--- src/rtl/fseq_pkg.sv ---
package fseq_pkg;

  typedef enum logic [1:0] {
    OP_PROG = 2'd0,
    OP_SECT = 2'd1,
    OP_BLK  = 2'd2,
    OP_CHIP = 2'd3
  } fseq_op_e;

  typedef enum logic [2:0] {
    S_IDLE,
    S_WR,
    S_PRD,
    S_PCAP,
    S_REC,
    S_CRD,
    S_CCAP
  } fseq_st_e;

  localparam logic [14:0] UNLOCK_A1 = 15'h5555;
  localparam logic [14:0] UNLOCK_A2 = 15'h2AAA;
  localparam logic [7:0]  KEY_1     = 8'hAA;
  localparam logic [7:0]  KEY_2     = 8'h55;
  localparam logic [7:0]  CMD_PROG  = 8'hA0;
  localparam logic [7:0]  CMD_ERSU  = 8'h80;
  localparam logic [7:0]  CMD_SECT  = 8'h30;
  localparam logic [7:0]  CMD_BLK   = 8'h50;
  localparam logic [7:0]  CMD_CHIP  = 8'h10;

endpackage

--- src/rtl/fseq_cmdgen.sv ---
module fseq_cmdgen
  import fseq_pkg::*;
#(
  parameter int AW = 20,
  parameter int DW = 16
) (
  input  fseq_op_e        op,
  input  logic [2:0]      step,
  input  logic [AW-1:0]   tgt_addr,
  input  logic [DW-1:0]   tgt_data,
  output logic [AW-1:0]   cyc_addr,
  output logic [DW-1:0]   cyc_data,
  output logic            cyc_last
);

  localparam logic [AW-1:0] A1 = {{(AW-15){1'b0}}, UNLOCK_A1};
  localparam logic [AW-1:0] A2 = {{(AW-15){1'b0}}, UNLOCK_A2};

  logic       is_prog;
  logic [7:0] code;
  logic       use_tgt_data;

  assign is_prog = (op == OP_PROG);

  always_comb begin
    cyc_addr     = A1;
    code         = KEY_1;
    use_tgt_data = 1'b0;
    unique case (step)
      3'd0: begin cyc_addr = A1; code = KEY_1; end
      3'd1: begin cyc_addr = A2; code = KEY_2; end
      3'd2: begin cyc_addr = A1; code = is_prog ? CMD_PROG : CMD_ERSU; end
      3'd3: begin
        if (is_prog) begin
          cyc_addr     = tgt_addr;
          use_tgt_data = 1'b1;
        end else begin
          cyc_addr = A1;
          code     = KEY_1;
        end
      end
      3'd4: begin cyc_addr = A2; code = KEY_2; end
      3'd5: begin
        unique case (op)
          OP_SECT: begin cyc_addr = tgt_addr; code = CMD_SECT; end
          OP_BLK:  begin cyc_addr = tgt_addr; code = CMD_BLK;  end
          default: begin cyc_addr = A1;       code = CMD_CHIP; end
        endcase
      end
      default: begin cyc_addr = A1; code = KEY_1; end
    endcase
  end

  assign cyc_data = use_tgt_data ? tgt_data : {{(DW-8){1'b0}}, code};
  assign cyc_last = is_prog ? (step == 3'd3) : (step == 3'd5);

endmodule

--- src/rtl/fseq_timer.sv ---
module fseq_timer #(
  parameter int W = 8
) (
  input  logic         clk,
  input  logic         rst_n,
  input  logic         clr,
  input  logic         en,
  input  logic [W-1:0] limit,
  output logic         hit
);

  logic [W-1:0] cnt_q, cnt_d;
  logic         cnt_en;

  assign cnt_en = clr | en;

  always_comb begin
    cnt_d = cnt_q;
    if (clr)     cnt_d = '0;
    else if (en) cnt_d = cnt_q + 1'b1;
  end

  always_ff @(posedge clk or negedge rst_n) begin
    if (!rst_n)      cnt_q <= '0;
    else if (cnt_en) cnt_q <= cnt_d;
  end

  assign hit = en && (cnt_q == limit - 1'b1);

  // an enabled counter never runs past its limit
  a_r7_cnt_bound: assert property (@(posedge clk) disable iff (!rst_n)
    en |-> (cnt_q < limit));

endmodule

--- src/rtl/fseq_top.sv ---
module fseq_top
  import fseq_pkg::*;
#(
  parameter int AW         = 20,
  parameter int DW         = 16,
  parameter int TYP_PROG   = 100,
  parameter int TYP_ERASE  = 300,
  parameter int TYP_CHIP   = 600,
  parameter int REC_CYCLES = 4
) (
  input  logic          clk,
  input  logic          rst_n,
  input  logic          req_valid,
  input  logic [1:0]    req_op,
  input  logic [AW-1:0] req_addr,
  input  logic [DW-1:0] req_data,
  output logic          req_ready,
  output logic          done,
  output logic          err,
  output logic [AW-1:0] fl_addr,
  output logic [DW-1:0] fl_wdata,
  output logic          fl_we,
  output logic          fl_re,
  input  logic [DW-1:0] fl_rdata
);

  localparam int LIM_PROG  = 2 * TYP_PROG;
  localparam int LIM_ERASE = 2 * TYP_ERASE;
  localparam int LIM_CHIP  = 2 * TYP_CHIP;
  localparam int TW        = $clog2(LIM_CHIP + 1);
  localparam int RW        = $clog2(REC_CYCLES + 1) + 1;
  localparam int STAT_BIT  = 6;

  // reset: asserted asynchronously, released on a clock edge
  logic rst_s1_q, rst_s2_q;
  always_ff @(posedge clk or negedge rst_n) begin
    if (!rst_n) begin
      rst_s1_q <= 1'b0;
      rst_s2_q <= 1'b0;
    end else begin
      rst_s1_q <= 1'b1;
      rst_s2_q <= rst_s1_q;
    end
  end
  logic irst_n;
  assign irst_n = rst_s2_q;

  fseq_st_e        state_q, state_d;
  fseq_op_e        op_q, op_d;
  logic [AW-1:0]   addr_q, addr_d;
  logic [DW-1:0]   data_q, data_d;
  logic [2:0]      step_q, step_d;
  logic            prev6_q, prev6_d;
  logic            have_q, have_d;
  logic            cf_q, cf_d;
  logic            done_q, done_d;
  logic            err_q, err_d;

  logic [AW-1:0]   cg_addr;
  logic [DW-1:0]   cg_data;
  logic            cg_last;
  logic            poll_st;
  logic            to_hit, rc_hit;
  logic [TW-1:0]   lim;
  logic [DW-1:0]   expect_w;

  fseq_cmdgen #(.AW(AW), .DW(DW)) cmdgen_i (
    .op       (op_q),
    .step     (step_q),
    .tgt_addr (addr_q),
    .tgt_data (data_q),
    .cyc_addr (cg_addr),
    .cyc_data (cg_data),
    .cyc_last (cg_last)
  );

  assign poll_st = (state_q == S_PRD) || (state_q == S_PCAP) || (state_q == S_REC) ||
                   (state_q == S_CRD) || (state_q == S_CCAP);

  always_comb begin
    unique case (op_q)
      OP_PROG: lim = TW'(LIM_PROG);
      OP_CHIP: lim = TW'(LIM_CHIP);
      default: lim = TW'(LIM_ERASE);
    endcase
  end

  fseq_timer #(.W(TW)) tmo_i (
    .clk   (clk),
    .rst_n (irst_n),
    .clr   (!poll_st),
    .en    (poll_st),
    .limit (lim),
    .hit   (to_hit)
  );

  fseq_timer #(.W(RW)) rec_i (
    .clk   (clk),
    .rst_n (irst_n),
    .clr   (state_q != S_REC),
    .en    (state_q == S_REC),
    .limit (RW'(REC_CYCLES)),
    .hit   (rc_hit)
  );

  assign expect_w = (op_q == OP_PROG) ? data_q : '1;

  always_comb begin
    state_d = state_q;
    op_d    = op_q;
    addr_d  = addr_q;
    data_d  = data_q;
    step_d  = step_q;
    prev6_d = prev6_q;
    have_d  = have_q;
    cf_d    = cf_q;
    done_d  = 1'b0;
    err_d   = 1'b0;
    if (state_q == S_IDLE) begin
      if (req_valid) begin
        op_d    = fseq_op_e'(req_op);
        addr_d  = req_addr;
        data_d  = req_data;
        step_d  = 3'd0;
        state_d = S_WR;
      end
    end else if (state_q == S_WR) begin
      if (cg_last) begin
        have_d  = 1'b0;
        state_d = S_PRD;
      end else begin
        step_d = step_q + 3'd1;
      end
    end else if (to_hit) begin
      err_d   = 1'b1;
      state_d = S_IDLE;
    end else begin
      unique case (state_q)
        S_PRD: state_d = S_PCAP;
        S_PCAP: begin
          if (have_q && (fl_rdata[STAT_BIT] == prev6_q)) begin
            state_d = S_REC;
          end else begin
            prev6_d = fl_rdata[STAT_BIT];
            have_d  = 1'b1;
            state_d = S_PRD;
          end
        end
        S_REC: begin
          if (rc_hit) begin
            cf_d    = 1'b0;
            state_d = S_CRD;
          end
        end
        S_CRD: state_d = S_CCAP;
        S_CCAP: begin
          if (fl_rdata != expect_w) begin
            have_d  = 1'b0;
            state_d = S_PRD;
          end else if (!cf_q) begin
            cf_d    = 1'b1;
            state_d = S_CRD;
          end else begin
            done_d  = 1'b1;
            state_d = S_IDLE;
          end
        end
        default: state_d = S_IDLE;
      endcase
    end
  end

  always_ff @(posedge clk or negedge irst_n) begin
    if (!irst_n) begin
      state_q <= S_IDLE;
      op_q    <= OP_PROG;
      addr_q  <= '0;
      data_q  <= '0;
      step_q  <= '0;
      prev6_q <= 1'b0;
      have_q  <= 1'b0;
      cf_q    <= 1'b0;
      done_q  <= 1'b0;
      err_q   <= 1'b0;
    end else begin
      state_q <= state_d;
      op_q    <= op_d;
      addr_q  <= addr_d;
      data_q  <= data_d;
      step_q  <= step_d;
      prev6_q <= prev6_d;
      have_q  <= have_d;
      cf_q    <= cf_d;
      done_q  <= done_d;
      err_q   <= err_d;
    end
  end

  assign req_ready = (state_q == S_IDLE);
  assign done      = done_q;
  assign err       = err_q;
  assign fl_we     = (state_q == S_WR);
  assign fl_re     = (state_q == S_PRD) || (state_q == S_CRD);
  assign fl_addr   = fl_we ? cg_addr : addr_q;
  assign fl_wdata  = fl_we ? cg_data : '0;

  // never both strobes
  a_r10_strobe_excl: assert property (@(posedge clk) disable iff (!irst_n)
    !(fl_we && fl_re));
  // completion outputs exclusive and single-cycle
  a_r9_onehot: assert property (@(posedge clk) disable iff (!irst_n)
    $onehot0({done, err}));
  a_r9_done_pulse: assert property (@(posedge clk) disable iff (!irst_n)
    done |=> !done);
  // an accepted request makes the block busy
  a_r8_accept_busy: assert property (@(posedge clk) disable iff (!irst_n)
    (req_valid && req_ready) |=> !req_ready);
  // error returns to idle
  a_r7_err_idle: assert property (@(posedge clk) disable iff (!irst_n)
    err |-> req_ready);
  // every sequence opens with the first unlock write
  a_r2_first_unlock: assert property (@(posedge clk) disable iff (!irst_n)
    (fl_we && step_q == 3'd0) |-> (fl_addr == AW'(UNLOCK_A1) && fl_wdata == DW'(KEY_1)));
  // polling reads target the request address
  a_r4_read_target: assert property (@(posedge clk) disable iff (!irst_n)
    fl_re |-> (fl_addr == addr_q));
  // done only follows a confirmation capture
  a_r6_done_after_cf: assert property (@(posedge clk) disable iff (!irst_n)
    $rose(done) |-> ($past(state_q) == S_CCAP));

endmodule

--- config.mk ---
export PLATFORM = sky130hd
export DESIGN_NAME = fseq_top
export DESIGN_NICKNAME = d
export VERILOG_FILES = /design/src/rtl/fseq_pkg.sv /design/src/rtl/fseq_cmdgen.sv /design/src/rtl/fseq_timer.sv /design/src/rtl/fseq_top.sv
export SDC_FILE = /design/constraint.sdc
export NUM_CORES = 1
export LEC_CHECK = 0
export BUFFER_PORTS_ARGS = -buffer_cell sky130_fd_sc_hd__buf_2
export CAP_MARGIN = 25
export CORE_MARGIN = 8
export CORE_UTILIZATION = 50
export DETAILED_ROUTE_END_ITERATION = 10
export PLACE_DENSITY_LB_ADDON = 0.12
export SYNTH_ARGS = -nofsm -noshare
export SYNTH_HDL_FRONTEND = slang
export SYNTH_SLANG_ARGS = --single-unit
--- constraint.sdc ---
create_clock -name clk -period 2.6 [get_ports clk]
set_clock_uncertainty 0.05 [all_clocks]
set_input_delay 0 -clock clk [delete_from_list [all_inputs] [get_ports clk]]
set_output_delay 0 -clock clk [all_outputs]
set_load 0.03 [all_outputs]
==> reports/results.txt, run 1 <==
The final wirelength is 10800 microns, and the overall die width is 105 microns. For this run, global-route usage on met2 was measured as 33.0%. The tools report the type of element launching the critical path as a flip-flop. Category of the worst setup path capture point: a flip-flop. Area fraction of the dominant cell type after synthesis: 41.5%. Yosys mapped a number of flops with a built-in enable equal to 0. Total of endpoints with negative setup slack in the final report: 0. The logs give 416 for the synthesized instance count and 0 for the count of antenna-violating nets left after detailed routing.

The most used flip-flop cell after synthesis is dfrtp_1. Fraction of final layout cells with drive strength greater than 1: 30.3%. After global routing the overflow that remains totals 0. The count of distinct cell types in the synthesized netlist was 47. The number of global-route vias before repair is 3707. After synthesis, the share of flip-flops with an asynchronous set or reset is 100%.

The number of nets handed over by synthesis was 486. The leakage power figure was 2.50 nW; the total clock sinks was 66. The H-tree was split into 3 levels. The run gives 0.00773 sq mm as the core area. Summing all non-filler instances in the final layout gives an area of 0.00533 sq mm. The worst pin sits at a relative slew slack of 50.6%.

The wire length of the first global-routing pass was 18100 microns. Count of endpoints failing hold in the final timing report: 0. The clock reaches the later pin of the worst-skew pair after 0.35 ns. The first detailed-routing pass took 5 iterations. The overall die area was 0.0111 sq mm. Derived from the worst setup path, the maximum achievable clock frequency is 414 MHz. The synthesized design contains 66 register bits. For the number of antenna violations at the first check in global routing, the log shows 1. The tools report the overall via count from detail_route as 3695. For this run, the number of standard cells in the final layout without fillers is 674.

For this run, the number of Yosys warnings is 0. The setup TNS after final layout is 0 ns, and the count of buffers from port buffering is 97. The root buffer cell chosen for the clock tree is clkbuf_8. The largest driver fanout on the critical path was 6; the total power of the final layout was 6.43 mW. The max-cap violation count was 0. The final critical path time including I/O delays and setup works out to 2.42 ns. In the final design database the tool counted 636 nets. The clock edge transition at the registers on the reported setup and hold paths is 0.08 ns, and the share of the cycle needed by the critical path after routing is 92.9%. The run finished with clean final reports. For this design the ratio of total power to cell area is 1200 mW/mm^2. Row generation in the floorplan step produced 32 rows. After the first detailed-routing iteration, the DRC count stood at 113. Using the TritonRoute via totals, the vias-per-cell ratio works out to 5.48. Final design utilization: 69.0%. For the data arrival time of the critical path, the log shows 2.64 ns. In this run, CTS created clock tree buffers numbering 9. Setup repair after global routing left no endpoint under its margin.

The launching element of the worst setup path was op_q[0]. Type of the worst min-delay path: reg -> async. In this run, placement finished with an instance count of 612. For the number of top-level pins, the log shows 98.

Entering global routing, the biggest net connects 37 pins. The peak-usage layer in the global routing report is met2. Sorting the synthesized cells by area gives the leading types as dfrtp_1 (42%), mux2_2 (9.1%), nor2_1 (4.2%), ha_1 (4.1%), a21oi_1 (3.5%).

The synthesized design spends more area on one cell type than any other, namely dfrtp_1. Critical path class: reg -> reg. The routing usage on met1 was 23.7%; the synthesized area per cell was 9.56 sq um. The post-synthesis to final-layout area growth is 34.1%, and the detail-routed net length per standard cell is 16.0 microns. In the routed design, unresolved DRC markers number 0. The maximum VDD drop was 0.812 mV; the sequential cell area fraction in the yosys report was 41.5%.

The cell area that synthesis handed to floorplanning was 0.00398 sq mm. The HPWL after detailed placement is 7660 microns. TritonCTS built the clock tree. The tools report the total count of max-transition violations in the final report as 0. The global-route total usage across every layer is 19.9%, and the met3 routing resource usage after global routing is 4.67%. The required time of the critical path was 2.83 ns. The effective utilization at floorplan was 51.5%; the final weighted congestion in routability-driven placement was 0.846. The number of buffers on the longest clock path came out at 2. The die is 105 microns tall. The slew at the pin closest to its max-slew limit came out at 0.736 ns. The startpoint identified for the worst register-to-register timing path is op_q[0].

Summing all placed instances gives a cell area of 0.00464 sq mm.
## timing repair
item                       4_1_cts  5_1_grt
hold endpoints to repair        42        0
gates resized for setup          0        5
pin swaps                        1        1
setup buffers                    0        3
setup endpoints to repair        1       17
hold buffers                    42        0
## power breakdown
part / leakage (nW) / total (mW) / internal [mW] / switching [mW]
clock network: 0.107 / 0.975 / 0.544 / 0.431
registers: 0.819 / 1.80 / 1.43 / 0.367
logic: 1.58 / 3.65 / 1.46 / 2.19
## stage by stage
step	setup WS, ns	hold slack [ns]
floorplan	0.0796	-0.346
global placement	0.154	-0.264
detailed placement	0.00907	-0.260
CTS	0.0760	0.228
global route	0.0214	0.279
finish	0.184	0.255
## per-layer routing
metal | vias up | wire [microns]
met4 | 0 | 261
met5 | - | 0
met2 | 110 | 5360
met1 | 1777 | 4660
li1 | 1788 | -
met3 | 20 | 528
## sequential cells by signal, summed over array words and instances (netlist names)
register,cells
cf_q,1
op_q,2
state_q,3
step_q,3
prev6_q,1
done,1
irst_n,1
rec_i.cnt_q,4
have_q,1
rst_s1_q,1
tmo_i.cnt_q,11
data_q,16
addr_q,20
err,1
## critical path, cell delays in order, from the launching register on
cell and delay, ns:
dfrtp_1 0.42, inv_1 0.16, ha_4 0.24, nor4b_2 0.24
o22ai_2 0.15, nor4_4 0.42, nor3b_2 0.11, a2111oi_2 0.36
o22a_1 0.20
## path summary, 6_finish.rpt
kind | to | slack [ns] | cells past startpoint
min in group clk | have_q | 0.26 | 6
max in group asynchronous | rec_i.cnt_q[3] | 1.62 | 1
hold reg to reg | tmo_i.cnt_q[10] | 0.26 | 0
hold / removal | tmo_i.cnt_q[10] | 0.26 | 0
setup reg to reg | state_q[0] | 0.18 | 8
setup / recovery | state_q[0] | 0.18 | 8
## layout make-up
class,count,area (sq um)
fillers,613,2390
multi-input cells,321,2230
flip-flops and latches,66,1650
repair buffers,158,1060
clock buffers,10,128
well taps,102,128
clock inverters,6,90.1
inverters,10,37.5
diodes,1,2.50
## placed cells by master (no fill, tap or decap), types with 2 or more instances in the layout
cell type,n
nand2b_1,10
a21oi_1,28
or4_1,2
dfrtp_1,65
xor2_1,7
o211ai_1,8
nor2_1,44
nand3b_1,6
and3_1,13
mux2_1,5
a31oi_1,6
buf_2,97
and3b_1,6
nor2b_1,3
bufinv_16,2
nand3_1,14
dlygate4sd3_1,42
a32oi_1,4
clkbuf_8,9
nor3b_1,10
o21ai_1,2
o21a_1,4
nor3_1,6
nand2_1,21
buf_4,17
mux2_2,32
xnor2_1,13
inv_1,10
and2_1,14
ha_1,11
o21ai_0,22
a21o_1,8
## cells in the mapped netlist (all sizes together) (3+ instances only)
master   count
a2111oi      3
a21o         8
a21oi       28
a31oi        6
a32oi        4
and2        15
and3        13
and3b        6
buf          7
clkbuf      12
dfrtp       66
ha          13
inv         10
mux2        37
nand2       21
nand2b      10
nand3       14
nand3b       6
nor2        44
nor2b        3
nor3         6
nor3b       11
o211ai       8
o21a         4
o21ai       24
xnor2       13
xor2         7
## kinds of logic after synthesis
| kind of cell | synth area share (%) |
|---|---|
| other | 0.0943 |
| XOR/XNOR | 4.41 |
| multiplexers | 10.7 |
| AND/OR/NAND/NOR | 22.1 |
| flip-flops | 41.5 |
| AO/OA/AOI/OAI | 14.1 |
| buffers and inverters | 2.96 |
| adder cells (fa/ha/maj) | 4.09 |
(Power assumes the default switching activity.)
==> run 2: changes to the inputs <==
--- a/config.mk
+++ b/config.mk
@@ -7,7 +7,7 @@
 export LEC_CHECK = 0
 export BUFFER_PORTS_ARGS = -buffer_cell sky130_fd_sc_hd__buf_2
 export CAP_MARGIN = 25
-export CORE_MARGIN = 8
+export CORE_MARGIN = 2
 export CORE_UTILIZATION = 50
 export DETAILED_ROUTE_END_ITERATION = 10
 export PLACE_DENSITY_LB_ADDON = 0.12
==> run 2 against run 1 <==
  * Hold slack worse by 0.039 ns
  * Final cell count unchanged
  * Sequential share of layout area grew 0.24 points
  * Clock power down 21%
  * Critical path type is now reg -> out
  * Largest cell class unchanged
  * First-iteration DRC count increased by 95%
  * Routed wire length is 8.5% lower
  * Flip-flop and latch count is the same
  * Design area shrank 0.77%
  * Count of clock-buffer cells in the layout increased by 1
  * Fmax down 0.76%
  * Register-to-register slack gained 0.04 ns
==> reports/results.txt, run 2 (synthesized netlist as in run 1, its figures left out) <==
The tools report the maximum VDD drop as 0.674 mV (-17%). For the placed wire-length estimate, the log shows 6990 microns (-8.8%). The run gives 4 (-1) as the first-pass detailed-route iteration total. For the remaining max-slew budget at the tightest pin, the log shows 51.4% (+0.74 points). Power density relative to cell area: 1170 mW/mm^2 (-3.3%). Largest register by flop count: addr_q. The tools report the total congestion overflow after global routing as 0 (unchanged).

The number of vias per cell after detailed routing is 5.36 (-2.2%), and the number of top-level pins is 98 (unchanged). The first-iteration detailed-routing DRC count is 220 (+95%). Cell at the root of the clock tree: clkbuf_8. The depth of the CTS H-tree is 3 (unchanged). Relative to the synthesized area, the layout overhead comes to 33.1%. Total power of the final layout: 6.17 mW (-4.0%). The number of global-route vias before repair is 3592 (-3.1%). The vertical extent of the die is 93.2 microns (-11%). The worst setup path is of the reg -> out kind.

The required time of the critical path was 2.55 ns (-0.28 ns); the number of antenna violations at the first check in global routing was 0 (-1). Tracing the worst setup path back leads to its startpoint at step_q[0]. Number of buffers on the longest clock path: 2 (unchanged).

The logs give 0 ns (unchanged) for the setup TNS after final layout and 51.5% (unchanged) for the effective utilization at floorplan. Overall via count from detail_route: 3613 (-2.2%). The leakage power figure was 2.49 nW (-0.45%); the number of flip-flops under the largest register name was 20 (unchanged). The final critical path time including I/O delays and setup was 2.43 ns (+0.0185 ns).

The count of buffers from port buffering was 97 (unchanged). Setup repair after global routing left no endpoint under its margin. The reg-to-reg setup timing slack is 0.22 ns (+0.04 ns). The maximum clock rate came out at 411 MHz (-0.76%). In the final layout, the registers with the most flip-flops are addr_q x20, data_q x16, tmo_i.cnt_q x11.

The overall die width works out to 93.2 microns (-11%). The detail-routed net length per standard cell was 14.7 microns (-8.5%); the overall die area was 0.00868 sq mm (-22%). Category of the worst setup path capture point: a primary output. The tools report the source-to-sink clock delay at the later pin of the worst-skew pair as 0.35 ns (about the same). Type of element launching the critical path: a flip-flop. The share of the cycle needed by the critical path after routing works out to 93.6% (+0.71 points).

Leaving out fill and tap cells, the most frequent cell in the layout is buf_2. The global-route total usage across every layer is 24.4% (+4.5 points), and the slew at the pin closest to its max-slew limit is 0.725 ns (-0.0110 ns). The library cells used most frequently in the layout, excluding fill and tap cells, are buf_2 (97), dfrtp_1 (65), nor2_1 (44). TritonCTS built the clock tree. The number of nets at the end of the flow came out at 637 (+0.16%).

Largest driver fanout on the critical path: 12 (+6). The reg-to-reg startpoint was op_q[0]. The max-cap violation count is 0 (unchanged), and the clock edge transition at the registers on the reported setup and hold paths is 0.07 ns (about the same). The tools report the largest net degree at the start of global routing as 35 (-5.4%). The tools report the total of endpoints with negative setup slack in the final report as 0 (unchanged). The final wirelength is 9900 microns (-8.5%), and the number of buffers created by CTS is 9 (unchanged). Count of antenna-violating nets left after detailed routing: 0 (unchanged). The number of cells on the worst reg-to-reg path is 8 (unchanged). Timing endpoint of the critical path: fl_addr[3]. End of the worst register-to-register path: state_q[0].

The fraction of final layout cells with drive strength greater than 1 was 30.2% (-0.053 points); the number of remaining DRC errors was 0 (unchanged). The run finished with clean final reports. The type of the worst min-delay path was in -> reg. The data arrival time of the critical path came out at 2.38 ns (-0.26 ns).

For the core area, the log shows 0.00773 sq mm (unchanged). The count of endpoints failing hold in the final timing report was 0 (unchanged); the total clock sinks was 66 (unchanged). The tools report the antenna diode count as 0 (-1). The wire length of the first global-routing pass was 16700 microns (-7.4%); the total count of max-transition violations in the final report was 0 (unchanged).

Final weighted congestion in routability-driven placement: 0.847 (+0.19%). The site row count is 32 (unchanged).
## run 2: what timing repair did
item,CTS,global route
hold buffers,42,0
endpoints found under the hold margin,43,0
setup buffers,0,2
resized for setup,0,4
setup endpoints to repair,0,3
## run 2: how the worst min path moves through the flow
stage,depth (start not counted),to,slack (ns),from
2_1_floorplan,0,irst_n,-0.35,rst_n
3_3_place_gp,1,rst_s1_q,-0.26,rst_n
3_5_place_dp,1,rst_s1_q,-0.26,rst_n
4_1_cts,6,have_q,0.21,fl_rdata[3]
5_1_grt,6,have_q,0.31,fl_rdata[3]
6_report,6,have_q,0.22,fl_rdata[3]
## run 2: per-stage QoR
step | area (sq um) | hold WS [ns] | cells | util [%] | setup WS (ns)
global route | 5290 | 0.307 | 674 | 68.5 | 0.00755
finish | 5290 | 0.216 | 674 | 68.5 | 0.166
global placement | 4660 | -0.265 | 614 | 60.3 | 0.216
detailed placement | 4660 | -0.263 | 614 | 60.3 | 0.0722
CTS | 5250 | 0.210 | 672 | 68.0 | 0.0504
floorplan | 3980 | -0.346 | 416 | - | 0.0796
## run 2: report_power, final
group	leakage (nW)	total (mW)	internal, mW	switching [mW]
sequential	0.819	1.81	1.43	0.378
combinational	1.59	3.58	1.44	2.15
clock	0.0891	0.774	0.369	0.406
total	2.49	6.17	3.24	2.93
## run 2: area by class of cell
type / instances / area [sq um]
sequential: 66 / 1650
multi-input combinational: 321 / 2230
clock buffer: 11 / 141
fill: 599 / 2430
tap: 102 / 128
timing repair buffer: 159 / 1070
clock inverter: 5 / 31.3
inverter: 10 / 37.5
## run 2: layer usage
| layer | up-vias | global-route usage (%) | share of wire (%) |
|---|---|---|---|
| li1 | 1783 | - | - |
| met1 | 1708 | 31.7 | 44 |
| met2 | 101 | 40.4 | 49 |
| met3 | 21 | 4.83 | 4.4 |
| met4 | 0 | 9.19 | 2.6 |
| met5 | - | 0 | 0 |
## run 2: critical path: stages, from the launching register on
cell and delay (ns):
dfrtp_1 0.45, ha_1 0.23, ha_1 0.33, and2_1 0.22
a31oi_1 0.14, o21ai_0 0.10, buf_4 0.21, a21o_1 0.18
buf_2 0.17
